`src/rtl/tagAddrPkg.sv`:
```
package tagAddrPkg;

  // Strobes sent by the control module to the datapath for one access
  typedef struct packed {
    logic issueMem;   // launch a memory request
    logic trapType;   // region mismatch trap
    logic trapAlign;  // misaligned word trap
  } ctrlStrobes_t;

endpackage

```
`src/rtl/tagAddrControl.sv`:
```
module tagAddrControl
  import tagAddrPkg::*;
(
  input  logic         reqValid,
  input  logic         regionHit,
  input  logic         misaligned,
  output ctrlStrobes_t strobes
);

  always_comb begin
    strobes = '0;
    if (reqValid) begin
      strobes.trapType  = !regionHit;
      strobes.trapAlign = misaligned;
      strobes.issueMem  = regionHit && !misaligned;
    end
  end

endmodule

```
`src/rtl/tagAddrDatapath.sv`:
```
module tagAddrDatapath
  import tagAddrPkg::*;
#(
  parameter int ADDR_W      = 32,
  parameter int TAG_W       = 4,
  parameter int OFF_W       = 12,
  parameter int NUM_REGIONS = 4,
  localparam int DATUM_LEN  = ADDR_W - TAG_W,
  localparam int IDX_W      = (NUM_REGIONS > 1) ? $clog2(NUM_REGIONS) : 1
) (
  input  logic              clk,
  input  logic              rst_n,
  input  logic              reqIsStore,
  input  logic              reqIsWord,
  input  logic [ADDR_W-1:0] reqBase,
  input  logic [OFF_W-1:0]  reqOffset,
  input  logic [TAG_W-1:0]  reqTag,
  input  logic              cfgWrEn,
  input  logic [IDX_W-1:0]  cfgIdx,
  input  logic [TAG_W-1:0]  cfgPrefix,
  input  logic              cfgEnable,
  input  ctrlStrobes_t      strobes,
  output logic              regionHit,
  output logic              misaligned,
  output logic              memValid,
  output logic              memIsStore,
  output logic [ADDR_W-1:0] memAddr,
  output logic              typeTrap,
  output logic              alignTrap,
  output logic [ADDR_W-1:0] trapAddr,
  output logic [TAG_W-1:0]  trapTag
);

  logic [ADDR_W-1:0] offsetExt;
  logic [ADDR_W-1:0] sumAddr;
  logic [ADDR_W-1:0] effAddr;
  logic [TAG_W-1:0]  highBits;

  assign offsetExt = {{(ADDR_W-OFF_W){reqOffset[OFF_W-1]}}, reqOffset};
  assign sumAddr   = reqBase + offsetExt;
  assign effAddr   = sumAddr ^ {reqTag, {DATUM_LEN{1'b0}}};
  assign highBits  = effAddr[ADDR_W-1 -: TAG_W];
  assign misaligned = reqIsWord && (effAddr[1:0] != 2'b00);

  // Region table
  logic [TAG_W-1:0]       regPrefix [NUM_REGIONS];
  logic [NUM_REGIONS-1:0] regEnable;
  logic [NUM_REGIONS-1:0] matchVec;

  genvar gi;
  generate
    for (gi = 0; gi < NUM_REGIONS; gi++) begin : g_region
      always_ff @(posedge clk) begin
        if (!rst_n) begin
          regPrefix[gi] <= '0;
          regEnable[gi] <= 1'b0;
        end else if (cfgWrEn && (cfgIdx == IDX_W'(gi))) begin
          regPrefix[gi] <= cfgPrefix;
          regEnable[gi] <= cfgEnable;
        end
      end
      assign matchVec[gi] = regEnable[gi] && (regPrefix[gi] == highBits);
    end
  endgenerate

  assign regionHit = |matchVec;

  // Registered results
  always_ff @(posedge clk) begin
    if (!rst_n) begin
      memValid   <= 1'b0;
      memIsStore <= 1'b0;
      memAddr    <= '0;
      typeTrap   <= 1'b0;
      alignTrap  <= 1'b0;
      trapAddr   <= '0;
      trapTag    <= '0;
    end else begin
      memValid  <= strobes.issueMem;
      typeTrap  <= strobes.trapType;
      alignTrap <= strobes.trapAlign;
      if (strobes.issueMem) begin
        memAddr    <= effAddr;
        memIsStore <= reqIsStore;
      end
      if (strobes.trapType || strobes.trapAlign) begin
        trapAddr <= effAddr;
        trapTag  <= reqTag;
      end
    end
  end

endmodule

```
`src/rtl/tagAddrUnit.sv`:
```
module tagAddrUnit
  import tagAddrPkg::*;
#(
  parameter int ADDR_W      = 32,
  parameter int TAG_W       = 4,
  parameter int OFF_W       = 12,
  parameter int NUM_REGIONS = 4,
  localparam int IDX_W      = (NUM_REGIONS > 1) ? $clog2(NUM_REGIONS) : 1
) (
  input  logic              clk,
  input  logic              rst_n,
  input  logic              reqValid,
  input  logic              reqIsStore,
  input  logic              reqIsWord,
  input  logic [ADDR_W-1:0] reqBase,
  input  logic [OFF_W-1:0]  reqOffset,
  input  logic [TAG_W-1:0]  reqTag,
  input  logic              cfgWrEn,
  input  logic [IDX_W-1:0]  cfgIdx,
  input  logic [TAG_W-1:0]  cfgPrefix,
  input  logic              cfgEnable,
  output logic              memValid,
  output logic              memIsStore,
  output logic [ADDR_W-1:0] memAddr,
  output logic              typeTrap,
  output logic              alignTrap,
  output logic [ADDR_W-1:0] trapAddr,
  output logic [TAG_W-1:0]  trapTag
);

  ctrlStrobes_t strobes;
  logic         regionHit;
  logic         misaligned;

  tagAddrControl ctrl_i (
    .reqValid  (reqValid),
    .regionHit (regionHit),
    .misaligned(misaligned),
    .strobes   (strobes)
  );

  tagAddrDatapath #(
    .ADDR_W     (ADDR_W),
    .TAG_W      (TAG_W),
    .OFF_W      (OFF_W),
    .NUM_REGIONS(NUM_REGIONS)
  ) dp_i (
    .clk       (clk),
    .rst_n     (rst_n),
    .reqIsStore(reqIsStore),
    .reqIsWord (reqIsWord),
    .reqBase   (reqBase),
    .reqOffset (reqOffset),
    .reqTag    (reqTag),
    .cfgWrEn   (cfgWrEn),
    .cfgIdx    (cfgIdx),
    .cfgPrefix (cfgPrefix),
    .cfgEnable (cfgEnable),
    .strobes   (strobes),
    .regionHit (regionHit),
    .misaligned(misaligned),
    .memValid  (memValid),
    .memIsStore(memIsStore),
    .memAddr   (memAddr),
    .typeTrap  (typeTrap),
    .alignTrap (alignTrap),
    .trapAddr  (trapAddr),
    .trapTag   (trapTag)
  );

endmodule

```
`config.mk`:
```
export PLATFORM = sky130hd
export DESIGN_NAME = tagAddrUnit
export DESIGN_NICKNAME = d
export VERILOG_FILES = /design/src/rtl/tagAddrPkg.sv /design/src/rtl/tagAddrControl.sv /design/src/rtl/tagAddrDatapath.sv /design/src/rtl/tagAddrUnit.sv
export SDC_FILE = /design/constraint.sdc
export NUM_CORES = 1
export LEC_CHECK = 0
export BUFFER_PORTS_ARGS = -buffer_cell sky130_fd_sc_hd__buf_2
export CORE_MARGIN = 8
export CORE_UTILIZATION = 55
export DETAILED_ROUTE_END_ITERATION = 10
export PLACE_DENSITY = 0.82
export SLEW_MARGIN = 40
export SYNTH_ARGS = -nofsm -noshare
export SYNTH_HDL_FRONTEND = slang
export SYNTH_HIERARCHICAL = 1
export SYNTH_SLANG_ARGS = --single-unit
export TNS_END_PERCENT = 50
```
`constraint.sdc`:
```
create_clock -name clk -period 9.3 [get_ports clk]
set_input_delay 0.465 -clock clk [delete_from_list [all_inputs] [get_ports clk]]
set_output_delay 0.465 -clock clk [all_outputs]
set_load 0.02 [all_outputs]
```
; ---- After elaboration in Yosys (flattened, before gate mapping)
; Memory sizes are Yosys's and may differ from the RTL's.
; Index checks and enable logic that the tools add are counted.
[op_classes]
add_sub_neg = 1
eq_ne = 7
muxes = 18
bitwise = 5
reduce_logical = 16
[ops]
columns = operator, n
row1 = $add A32 B32 Y32, 1
row2 = $xor A32 B32 Y32, 1
row3 = $eq A4 B4 Y1, 4
row4 = $mux W4, 4
row5 = $mux W1, 13
row6 = $logic_and A1 B1 Y1, 10
row7 = $eq A2 B2 Y1 const B, 2
row8 = $or A1 B1 Y1, 4
row9 = $reduce_or A4 Y1, 1
row10 = $mux W3, 1
row11 = $eq A2 B1 Y1 const B, 1
row12 = $logic_not A1 Y1, 2
row13 = $logic_not A2 Y1, 1
row14 = $reduce_bool A2 Y1, 1
row15 = $logic_or A1 B1 Y1, 1
[totals]
register_bits = 76
mem_bits_rw = 16
elab_cells = 59
memories = 1
[memory_table]
columns = name, depth, width, read_ports, rd_clocked_by_memory_dff, write_ports, line
row1 = dp_i.regPrefix, 4, 4, 4, 0, 4, tagAddrDatapath.sv:46  ; logic [TAG_W-1:0] regPrefix [NUM_REGIONS];

; ---- Logic depth before layout (Yosys ltp)
[logic_depth]
word_depth = 8
mapped_depth = 20
ltp_nobuf = 18

; ---- Modules after synthesis
; The synthesis kept the hierarchy.
[modules_own_cells]
columns = module, instances, cells_each, area_each_um2, seq_area_each_um2
row1 = tagAddrDatapath, 1, 630, 5426.5, 2001.9
row2 = tagAddrControl, 1, 3, 25.0, 0.0

; ---- Worst setup path after synthesis
; OpenSTA, ideal clock, no wires.
[synth_timing]
path_type = input-to-reg
from = input port reqBase[0]
to = register dp_i.memAddr[3]
t_arrival_ns = 4.160
required_ns = 9.172
setup_slack_ns = 5.012
cell_stages = 18
n_path_buf = 2
path_cell_list = ha_1 > inv_1 > fa_1 > nand2b_1 > a21oi_1 > o21ai_1 > o211ai_2 > a41oi_2 > xor3_1 > nor4_1 > a21oi_2 > a311oi_1 > a211o_1 > and3b_2 > clkbuf_1 > buf_1 > mux2i_1 > nor2_1
[synth_rtl]
columns = element, line
row1 = "start, declared", tagAddrUnit.sv:15  ; input logic [ADDR_W-1:0] reqBase,
row2 = "end signal, assigned", tagAddrDatapath.sv:83  ; memAddr <= effAddr;
row3 = "end, declared", tagAddrDatapath.sv:27  ; output logic [ADDR_W-1:0] memAddr,

==> flow_summary.ini <==
[place]
portBuffers = 132
dp_hpwl_um = 11470
place_congestion = 0.9286
dp_slack_ns = 4.041

[power]
cellInternalPower_mw = 0.7327
combinationalPowerShare = 0.345
powerDensity_mw_per_mm2 = 178.8
ir_worst_vdd_v = 0.0001314
finalPower_mw = 1.142
seq_power_share = 0.412
power_leakage_nw = 2.897
swShare = 0.3585
power.share.clock = 0.243
p_sw_mw = 0.4096

[run_status]
status = finished, final reports clean

[finish]
nets = 843
syn_to_final_growth_pct = 17.17
diodes = 0
drive_above_1_share = 0.2185
utilization = 0.6596

[clock_network]
cts_tree = done
postCtsSetupBuffers = 0
clkSlewWorstSetupHoldPaths_ns = 0.09
ctsResizeCount = 0
cts_max_level = 3
insertion_delay_ns = 0.36
ctsLongestPathBuffers = 2
cts_buffers = 9
cts_sinks = 92
hold_buffers = 0
cts_root_buf = clkbuf_8

[global_routing]
met3_usage = 0.04846
grt_pass1_vias = 4949
grt_pass1_wl_um = 24010
grt_overflow = 0
antenna_found_initial = 0
top_usage_layer = met2
grtUsageTotal = 0.2252
grt_use_met1 = 0.2780
met2_usage = 0.3775
grt_max_degree = 43

[detailed_routing]
drcViolationCount = 0
drt_iter0_markers = 343
vias = 4972
firstDrtPassIters = 5
routedWlPerCell_um = 16.71
antenna_left = 0
via_per_inst = 5.599
routed_wirelength_um = 14840

[floorplanning]
die_w_um = 115.6
rows = 36
io_pins = 133
die_area_mm2 = 0.01335
core_area_mm2 = 0.009684
die_h_um = 115.6
initial_core_util = 0.5629

[worst_setup_path]
r2r_slack_ns = 5.96
worstPathArrival_ns = 5.05
r2r-start = dp_i/regPrefix[0][3]
start_kind = input pin
r2r.worst_path.cells = 11
cp-endpoint = dp_i/memAddr[16]
cp-startpoint = reqOffset[11]
required_ns = 9.60
critical_path_class = input pin to flip-flop
path_max_fanout = 35
r2r_end = dp_i/memAddr[16]
crit_path_end_kind = flip-flop

[hold_path]
hold_depth = 3
min-delay-path-class = input pin to flip-flop

[synthesis]
synth_seq_cells = 92
synth_area_leaders = dfxtp_1, edfxtp_1, ha_1
async_flop_share = 0
ys.flop_type = dfxtp_1
synth_enable_flop_cells = 16
syn_area_mm2 = 0.005451
syn_inst = 633
yosysMostFrequentCell = dfxtp_1
syn_area_per_cell_um2 = 8.612
yosysTopAreaCell = dfxtp_1
synth.distinct_cells = 65
yosysTopAreaCellShare = 0.2791
synth_nets = 726
synth_warnings = 6
synth_commonest_cells = dfxtp_1, nor2_1, nand2_1, a21oi_1, ha_1
yosysSeqAreaShare = 0.3672

[timing]
relSlewSlack = 0.5220
timing_worst_slew_pin_value_ns = 0.7095
setup_slack_ns = 4.554
finalMaxSlewViolations = 0
min_period_ns = 4.746
min_period_over_period = 0.5103
finalSetupViolCount = 0
rsz0062_at_grt = false
fin_setup_tns_ns = 0
hold_viol_final = 0
finClkSkew_ns = 0.009685
max_freq_ghz = 0.2107

[flow_run]
drv_cap = 0
[worst max-delay path, stage by stage]
cell      delay (ns)
buf_2           0.38
ha_1            0.38
nand3_1         0.16
nor4_1          0.09
a221oi_1        0.34
o211ai_2        0.23
a41oi_2         0.34
xor3_1          0.30
nor4_1          0.35
a21oi_2         0.11
a311oi_1        0.30
a211o_1         0.16
and3b_4         0.61
inv_1           0.36
nor3_1          0.30
o21a_1          0.16
[state kept, by name, indices dropped and copies added, names as in the netlist]
signal and flops:
dp_i/memAddr 32, dp_i/trapAddr 32, dp_i/regPrefix 16, dp_i/regEnable 4, dp_i/trapTag 4, dp_i/alignTrap 1
dp_i/memIsStore 1, dp_i/memValid 1, dp_i/typeTrap 1
[cell usage in the layout, fill, tap and decap left out, drive strengths merged, types with 10 or more instances in the layout]
master / count
a211oi: 15
a21oi: 65
and2: 23
buf: 134
clkbuf: 11
dfxtp: 76
edfxtp: 16
ha: 31
inv: 29
mux2i: 21
nand2: 65
nand3: 15
nor2: 73
nor3: 10
o21a: 11
o21ai: 28
xnor2: 19
xor2: 16
[cell families (layout without fill, tap and decap cells)]
logic type      count (synthesis)  count (layout)  synth area share
simple gates                  226             226            0.1942
compound gates                163             163            0.1944
flops                          92              92            0.3672
buf+inv                        56             178           0.04131
xor+xnor                       43              43           0.08951
fa+ha+maj                      32              32           0.07482
mux                            21              21           0.03856
[power by group through the flow]
stage | sequential, mW | clock (mW) | combinational, mW
finish | 0.471 | 0.277 | 0.394
global route | 0.476 | 0.301 | 0.430
CTS | 0.471 | 0.283 | 0.392
detailed placement | 0.480 | 0 | 0.390
global placement | 0.478 | 0 | 0.381
floorplan | 0.520 | 0 | 0.235
[metal layers]
layer	routed length [um]	vias to the layer above
met5	0	-
met4	301	0
met3	1040	23
met2	7012	157
met1	6483	2330
li1	-	2462
[cell type report]
class | instances | area (um^2)
clock buffers | 11 | 141.4
clock inverters | 5 | 60.06
fillers | 858 | 3297
inverters | 28 | 105.1
multi-input cells | 485 | 3237
flip-flops and latches | 92 | 2002
well taps | 133 | 166.4
repair buffers | 134 | 675.6
[metrics by stage]
stage                     cell area (um^2)  hold WS (ns)  instances
after floorplan                       5451        0.4406        633
after global placement                6176        0.4350        872
after detailed placement              6183        0.4418        872
after CTS                             6385        0.3393        888
after global routing                  6387        0.3675        888
final                                 6387        0.3475        888
[worst min-delay path by stage]
| stage | from | endpoint | slack [ns] |
|---|---|---|---|
| floorplan | dp_i/regEnable[1] | dp_i/regEnable[1] | 0.44 |
| detailed placement | dp_i/trapAddr[13] | dp_i/trapAddr[13] | 0.44 |
| CTS | reqIsStore | dp_i/memIsStore | 0.34 |
| global route | reqIsStore | dp_i/memIsStore | 0.37 |
| global placement | dp_i/trapAddr[17] | dp_i/trapAddr[17] | 0.44 |
| finish | reqIsStore | dp_i/memIsStore | 0.35 |
(Power assumes the default switching activity.)
